File: src/rtl/irq_bank_pkg.sv
package irq_bank_pkg;

    // number of registers in the bank and their word indices
    localparam int unsigned NUM_REGS  = 7;
    localparam int unsigned IDX_CTL   = 0;
    localparam int unsigned IDX_CAUSE = 1;
    localparam int unsigned IDX_MCAUS = 2;
    localparam int unsigned IDX_CSET  = 3;
    localparam int unsigned IDX_MVAL  = 4;
    localparam int unsigned IDX_MSET  = 5;
    localparam int unsigned IDX_MCLR  = 6;

endpackage

File: src/rtl/irq_addr_decode.sv
module irq_addr_decode
    import irq_bank_pkg::*;
#(
    parameter int unsigned ADDR_W = 5
) (
    input  logic [ADDR_W-1:0]   addr,
    input  logic                wr_en,
    input  logic                rd_en,
    output logic [NUM_REGS-1:0] wsel,
    output logic [NUM_REGS-1:0] rsel
);
    localparam int unsigned IDX_W = ADDR_W - 2;

    logic [NUM_REGS-1:0] hit;
    logic                aligned;
    logic                rd_take;

    assign aligned = (addr[1:0] == 2'b00);
    assign rd_take = rd_en && !wr_en;

    for (genvar g = 0; g < NUM_REGS; g++) begin : g_hit
        assign hit[g]  = aligned && (addr[ADDR_W-1:2] == IDX_W'(g));
        assign wsel[g] = hit[g] && wr_en;
        assign rsel[g] = hit[g] && rd_take;
    end

endmodule

File: src/rtl/irq_mask_reg.sv
module irq_mask_reg #(
    parameter int unsigned NSRC = 32
) (
    input  logic            clk,
    input  logic            rst_n,
    input  logic            wr_val,
    input  logic            wr_set,
    input  logic            wr_clr,
    input  logic [NSRC-1:0] wdata,
    output logic [NSRC-1:0] mask_q
);
    typedef struct packed {
        logic [NSRC-1:0] mask;
    } mask_state_t;

    mask_state_t st_d, st_q;

    always_comb begin
        st_d = st_q;
        if (wr_val) st_d.mask = wdata;
        if (wr_set) st_d.mask = st_q.mask | wdata;
        if (wr_clr) st_d.mask = st_q.mask & ~wdata;
    end

    always_ff @(posedge clk or negedge rst_n) begin
        if (!rst_n) st_q <= '0;
        else        st_q <= st_d;
    end

    assign mask_q = st_q.mask;

    // bits written as one to the set address are masked afterwards
    a_r7_mask_set: assert property (@(posedge clk) disable iff (!rst_n)
        wr_set |=> ((mask_q & $past(wdata)) == $past(wdata)));

    // bits written as one to the clear address are unmasked afterwards
    a_r7_mask_clr: assert property (@(posedge clk) disable iff (!rst_n)
        wr_clr |=> ((mask_q & $past(wdata)) == '0));

    // zeros written to set or clear leave the other bits unchanged
    a_r7_mask_zero_keep: assert property (@(posedge clk) disable iff (!rst_n)
        (wr_set || wr_clr) |=> ((mask_q & ~$past(wdata)) == ($past(mask_q) & ~$past(wdata))));

endmodule

File: src/rtl/irq_cause_reg.sv
module irq_cause_reg #(
    parameter int unsigned NSRC = 32
) (
    input  logic            clk,
    input  logic            rst_n,
    input  logic [NSRC-1:0] hw_evt,
    input  logic            wr_ctl,
    input  logic            wr_clr,
    input  logic            wr_set,
    input  logic            rd_raw,
    input  logic            rd_masked,
    input  logic [NSRC-1:0] wdata,
    input  logic [NSRC-1:0] mask,
    output logic [NSRC-1:0] cause_q,
    output logic [NSRC-1:0] ctl_q
);
    typedef struct packed {
        logic [NSRC-1:0] cause;
        logic [NSRC-1:0] ctl;
    } cause_state_t;

    cause_state_t    st_d, st_q;
    logic [NSRC-1:0] w1c_hit;
    logic [NSRC-1:0] read_view;
    logic [NSRC-1:0] cor_hit;
    logic [NSRC-1:0] sw_set;

    always_comb begin
        st_d      = st_q;
        w1c_hit   = wr_clr ? (wdata & ~st_q.ctl) : '0;
        read_view = '0;
        if (rd_raw)    read_view = st_q.cause;
        if (rd_masked) read_view = st_q.cause & ~mask;
        cor_hit   = read_view & st_q.ctl;
        sw_set    = wr_set ? wdata : '0;
        // events and software sets win over any clear in the same cycle
        st_d.cause = (st_q.cause & ~(w1c_hit | cor_hit)) | sw_set | hw_evt;
        if (wr_ctl) st_d.ctl = wdata;
    end

    always_ff @(posedge clk or negedge rst_n) begin
        if (!rst_n) st_q <= '0;
        else        st_q <= st_d;
    end

    assign cause_q = st_q.cause;
    assign ctl_q   = st_q.ctl;

    // every event bit is pending in the following cycle
    a_r2_event_sets: assert property (@(posedge clk) disable iff (!rst_n)
        (|hw_evt) |=> ((cause_q & $past(hw_evt)) == $past(hw_evt)));

    // a software set makes the written bits pending
    a_r3_sw_set: assert property (@(posedge clk) disable iff (!rst_n)
        wr_set |=> ((cause_q & $past(wdata)) == $past(wdata)));

    // clear-on-read bits survive any write
    a_r4_cor_immune_to_write: assert property (@(posedge clk) disable iff (!rst_n)
        wr_clr |=> ((cause_q & $past(cause_q & ctl_q)) == $past(cause_q & ctl_q)));

    // write-one-to-clear bits survive a raw read
    a_r5_w1c_immune_to_read: assert property (@(posedge clk) disable iff (!rst_n)
        rd_raw |=> ((cause_q & $past(cause_q & ~ctl_q)) == $past(cause_q & ~ctl_q)));

    // masked pending bits survive a masked-view read
    a_r6_masked_bits_kept: assert property (@(posedge clk) disable iff (!rst_n)
        rd_masked |=> ((cause_q & $past(cause_q & mask)) == $past(cause_q & mask)));

endmodule

File: src/rtl/irq_cause_bank.sv
module irq_cause_bank
    import irq_bank_pkg::*;
#(
    parameter int unsigned NSRC   = 32,
    parameter int unsigned ADDR_W = 5
) (
    input  logic              clk,
    input  logic              rst_n,
    input  logic              wr_en,
    input  logic              rd_en,
    input  logic [ADDR_W-1:0] addr,
    input  logic [NSRC-1:0]   wdata,
    output logic [NSRC-1:0]   rdata,
    input  logic [NSRC-1:0]   hw_evt,
    output logic              irq
);
    typedef struct packed {
        logic [NSRC-1:0] rdata;
    } rd_state_t;

    logic [NUM_REGS-1:0] wsel;
    logic [NUM_REGS-1:0] rsel;
    logic [NSRC-1:0]     cause;
    logic [NSRC-1:0]     ctl;
    logic [NSRC-1:0]     mask;
    logic [NSRC-1:0]     rd_mux;
    rd_state_t           st_d, st_q;

    irq_addr_decode #(.ADDR_W(ADDR_W)) u_dec (
        .addr  (addr),
        .wr_en (wr_en),
        .rd_en (rd_en),
        .wsel  (wsel),
        .rsel  (rsel)
    );

    irq_cause_reg #(.NSRC(NSRC)) u_cause (
        .clk       (clk),
        .rst_n     (rst_n),
        .hw_evt    (hw_evt),
        .wr_ctl    (wsel[IDX_CTL]),
        .wr_clr    (wsel[IDX_CAUSE] || wsel[IDX_MCAUS]),
        .wr_set    (wsel[IDX_CSET]),
        .rd_raw    (rsel[IDX_CAUSE]),
        .rd_masked (rsel[IDX_MCAUS]),
        .wdata     (wdata),
        .mask      (mask),
        .cause_q   (cause),
        .ctl_q     (ctl)
    );

    irq_mask_reg #(.NSRC(NSRC)) u_mask (
        .clk    (clk),
        .rst_n  (rst_n),
        .wr_val (wsel[IDX_MVAL]),
        .wr_set (wsel[IDX_MSET]),
        .wr_clr (wsel[IDX_MCLR]),
        .wdata  (wdata),
        .mask_q (mask)
    );

    always_comb begin
        rd_mux = '0;
        if (rsel[IDX_CTL])   rd_mux = ctl;
        if (rsel[IDX_CAUSE]) rd_mux = cause;
        if (rsel[IDX_MCAUS]) rd_mux = cause & ~mask;
        if (rsel[IDX_MVAL] || rsel[IDX_MSET] || rsel[IDX_MCLR]) rd_mux = mask;
        st_d = st_q;
        if (rd_en && !wr_en) st_d.rdata = rd_mux;
    end

    always_ff @(posedge clk or negedge rst_n) begin
        if (!rst_n) st_q <= '0;
        else        st_q <= st_d;
    end

    assign rdata = st_q.rdata;
    assign irq   = |(cause & ~mask);

    // read data holds when no read is taken
    a_r10_rdata_holds: assert property (@(posedge clk) disable iff (!rst_n)
        (!rd_en || wr_en) |=> $stable(rdata));

    // the software-set address reads as zero
    a_r3_set_reads_zero: assert property (@(posedge clk) disable iff (!rst_n)
        (rd_en && !wr_en && addr == ADDR_W'(4 * IDX_CSET)) |=> (rdata == '0));

    // without events or accesses a raised interrupt stays raised
    a_r8_irq_holds: assert property (@(posedge clk) disable iff (!rst_n)
        (irq && !wr_en && !rd_en) |=> irq);

    // without events or accesses a quiet line stays quiet
    a_r8_irq_quiet: assert property (@(posedge clk) disable iff (!rst_n)
        (!irq && !wr_en && !rd_en && hw_evt == '0) |=> !irq);

endmodule

File: config.mk
export PLATFORM = sky130hd
export DESIGN_NAME = irq_cause_bank
export DESIGN_NICKNAME = d
export VERILOG_FILES = /design/src/rtl/irq_bank_pkg.sv /design/src/rtl/irq_addr_decode.sv /design/src/rtl/irq_mask_reg.sv /design/src/rtl/irq_cause_reg.sv /design/src/rtl/irq_cause_bank.sv
export SDC_FILE = /design/constraint.sdc
export NUM_CORES = 1
export LEC_CHECK = 0
export ABC_AREA = 1
export BUFFER_PORTS_ARGS = -buffer_cell sky130_fd_sc_hd__buf_2
export CAP_MARGIN = 25
export CORE_ASPECT_RATIO = 1.75
export CORE_UTILIZATION = 52
export CTS_CLUSTER_SIZE = 25
export DETAILED_ROUTE_END_ITERATION = 16
export PLACE_DENSITY = 0.76
export SLEW_MARGIN = 10
export SYNTH_ARGS = -nofsm -noshare
export SYNTH_HDL_FRONTEND = slang
export SYNTH_SLANG_ARGS = --single-unit
export TNS_END_PERCENT = 1
File: constraint.sdc
create_clock -name clk -period 1.1 [get_ports clk]
set_clock_uncertainty 0.1 [all_clocks]
set_input_delay 0.055 -clock clk [delete_from_list [all_inputs] [get_ports clk]]
set_output_delay 0.055 -clock clk [all_outputs]
set_load 0.05 [all_outputs]
# After elaboration in Yosys (flattened, before gate mapping)
# Index checks and enable logic that the tools add are counted.
[classes]
n_eq_ne = 6
muxes = 11
n_bitwise = 13
reduce_logical = 29
[ops]
columns = ["operator", "n"]
rows = [
  ["2-to-1 mux 32 bit", 11],
  ["AND 32 bit", 5],
  ["NOT 32 bit", 4],
  ["bitwise OR 32 bit", 4],
  ["OR reduction 32 bit", 1],
  ["logical AND 1 bit", 21],
  ["equality test 3 bit, second input constant", 3],
  ["equality test 3 x 2 -> 1 bit, second input constant", 2],
  ["equality test 3 x 1 -> 1 bit, second input constant", 1],
  ["logical NOT 3 bit", 1],
  ["logical OR 1 bit", 3],
  ["nonzero test 3 bit", 1],
  ["logical NOT 2 bit", 1],
  ["logical NOT 1 bit", 1],
]
[word_totals]
regBits = 128
out_inout_bits = 33
elab_cells = 63

# Depth between registers and ports, before layout
[logic_depth]
ltp_word = 11
depth_mapped = 9
depth_no_buf = 8

# Modules after synthesis
# A second synthesis with hierarchy kept.
[hier_totals]
hier_cells = 1208
area_unflattened_um2 = 8012.7
[by_module_without_submodules]
columns = ["mod", "instances", "cells_per_inst", "area_per_inst_um2"]
rows = [
  ["irq_cause_reg", 1, 502, 3560.9],
  ["irq_cause_bank", 1, 431, 2578.7],
  ["irq_mask_reg", 1, 243, 1735.4],
  ["irq_addr_decode", 1, 32, 137.6],
]

# Worst setup path after synthesis
# Ideal clock, no wire load.
[synth_timing]
path_type = "register to output"
from = "register u_cause.st_q, in the netlist u_cause.cause_q[5]"
to = "output irq"
t_arrival_ns = 1.065
required_ns = 0.945
path_slack_ns = -0.120
stages_incl_launch_ff = 7
path_buffers = 0
cell_sequence = "dfrtp_1 inv_1 nor2_1 nor3_1 nand2_1 nor2_1 nand2_1"
[synth_via]
elab_chain_cells = 2
[synth_rtl]
columns = ["item", "line_no", "text"]
rows = [
  ["from (decl)", "irq_cause_reg.sv:22", "cause_state_t st_d, st_q;"],
  ["from (signal assigned)", "irq_cause_reg.sv:43", "else st_q <= st_d;"],
  ["AND 32 bit", "irq_cause_bank.sv:78", "assign irq = |(cause & ~mask);"],
  ["OR reduction 32 bit", "irq_cause_bank.sv:78", ""],
  ["to (decl)", "irq_cause_bank.sv:15", "output logic irq"],
]
# No other way between the ends.

# Worst setup path in the final report
[layout_timing]
from = "register u_cause.st_q, in the netlist u_cause.cause_q[19]"
to = "output irq"
# The elaborated chain is that of the path after synthesis.

==> flow_summary.ini <==
[outcome]
outcome = finished with violations
violations = hold timing, setup timing

[cts]
clockBufferDepth = 2
insertion_delay_ns = 0.41
clock-root-buffer = clkbuf_16
tritoncts = done
clk_pin_slew_ns = 0.05
cts.sinks = 128
cts_inserted_buffers = 17
htree_levels = 4

[routing]
dr_total_vias = 8507
firstDrtPassIters = 6
routedWlPerCell_um = 16.4
wl_um = 25000
antenna_left = 0
drc = 0
post_drt_via_cell_ratio = 5.57
first_iter_violations = 639

[floorplanning]
start_util_pct = 53.3
die_x_um = 92.2
dieArea_um2 = 14700
num_io_pins = 106
num_rows = 57
core_um2 = 13900
die_h_um = 160

[timing]
slew-limit-headroom_pct = 77.9
max_slew.worst_pin.slew_ns = 0.331
rsz0062_at_grt = yes
slew_viol_final = 0
period_share_pct = 160
fin_ws_ns = -0.661
setup_viol = 80
hold_violations = 10
min_period_ns = 1.76
fmax_mhz = 568
fin_tns_setup_ns = -4.21
fin_worst_hold_slack_ns = -0.00913

[synthesis]
yosys_register_bits = 128
avgSynthCellArea_um2 = 6.73
syn_area_um2 = 7410
yosysSeqAreaShare_pct = 43.3
synth_nets = 1173
yosys_warnings = 0
synth.distinct_cells = 18
netlist_instances = 1100

[global_route]
grt_max_degree = 35
grtUsageTotal_pct = 34.8
grtUsageMet2_pct = 61.7
use_met1_pct = 38.7
grt_pass1_wl_um = 39900
grt_pass1_vias = 8548
gr-usage-met3_pct = 6.62
grt_overflow = 0
grt_antenna_before_repair = 0
busiest_layer = met2

[layout]
final_common_cell = nand2_1
design_area_um2 = 10500
syn_to_final_growth_pct = 42.2
nets = 1413
final_cell_count_no_fill = 1527
mostFrequentLayoutCells = 350 x nand2_1, 138 x inv_1, 128 x dfrtp_1
fillCellCount = 1064
drive_above_1_share_pct = 21.6
antenna_cells = 0
final_util_pct = 75.7

[placed_design]
routabilityCongestion = 0.895
dp.cells = 1433
io_buffers = 105
dpl.hpwl_um = 15300
place_area_um2 = 8990
pre_cts_ws_ns = -0.360

[worst_setup_path]
startpoint_type = register
critPathKind = reg2out
cp-end-kind = primary output
required_ns = 0.94
critPathMostFrequentCell = nor2_1
crit_fanout = 2
cp_data_arrival_time_ns = 1.61
crit_chain = inv_1 -> o21ai_0 -> nor2_1 -> nand2_1 -> nor2_1 -> nand2_2 -> buf_8
critical_path.slowest_cell = dfrtp_1
critical-path-max-stage-delay_ns = 0.37

[worst_hold_path]
hold_class = in2async

[flow_run]
maxCapViolations = 0

[power_and_ir_drop]
power.density_nw_per_um2 = 1350
leakage_uw = 0.00597
peakVddDrop_v = 0.00108
[report_power, final]
part	total [uW]	internal, uW	switching (uW)
Clock	4950	2930	2010
Sequential	5830	5320	509
Combinational	3460	1540	1920
[per-layer routing]
layer	wire length, um	vias up	share of wire (%)
li1	-	3981	-
met1	9320	3965	37
met2	12700	449	51
met3	1820	112	7.3
met4	1150	0	4.6
met5	0	-	0
[cell families after synthesis]
logic type             after synthesis  synth area share, %
AND/OR/NAND/NOR                    631                 36.4
buffers and inverters              206                 11.3
AO/OA/AOI/OAI                      135                 9.12
flip-flops                         128                 43.3
[stage by stage]
step	hold slack [ns]	power, uW
after detailed placement	-0.123	8760
after CTS	-0.0111	14100
after global placement	-0.122	8690
final	-0.00913	14200
after global routing	0.00134	14800
after floorplan	-0.341	7320
[final timing paths]
check	start	to	slack, ns	depth (start not counted)
max	u_cause.cause_q[19]	irq	-0.66	7
min	rst_n	rdata[7]	-0.009	2
max reg2reg	u_mask.mask_q[10]	u_cause.cause_q[10]	-0.17	7
min reg2reg	rdata[14]	rdata[14]	0.42	2
max in group asynchronous	rst_n	rdata[6]	0.13	3
min in group clk	rd_en	rdata[19]	0.11	5
[critical path, delay by kind of cell (launching register included)]
kind / cells / cell delay [ns]
compound gates: 1 / 0.11
buf+inv: 2 / 0.23
simple gates: 4 / 0.48
flops: 1 / 0.37
[repair_timing]
action                                 CTS  global route
resized for setup                      107            24
endpoints found under the hold margin  224             1
buffers inserted                         0             0
pin swaps                               66            15
hold buffers                            65             1
setup endpoints to repair               85            94
[state kept, by name (all words and copies together) (netlist names)]
signal,count
u_cause.cause_q,32
rdata,32
u_cause.ctl_q,32
u_mask.mask_q,32
[synthesized netlist by cell type]
cell type	number	area (um^2)
nand3_1	97	485
inv_2	2	7.51
nand2_4	1	11.3
inv_1	148	556
nand2_1	352	1320
nand2_2	2	12.5
clkbuf_1	8	30.0
dfrtp_1	128	3200
nor3_2	1	10.0
o21ai_1	33	165
nor2_1	104	390
a21oi_1	32	160
nor3_1	4	20.0
nand4_1	64	400
nor2_2	5	31.3
nor2_4	1	11.3
o21ai_0	70	350
buf_2	48	240
[cell type report]
cell class / instances / area [um^2] / area share, %
multi-input cells: 766 / 3500 / 33.2
repair buffers: 277 / 2540 / 24.1
inverters: 150 / 563 / 5.35
flip-flops and latches: 128 / 3200 / 30.4
clock inverters: 7 / 40.0 / 0.380
clock buffers: 22 / 464 / 4.41
well taps: 177 / 221 / 2.10
Note: power is estimated with default switching activity, not from simulation.
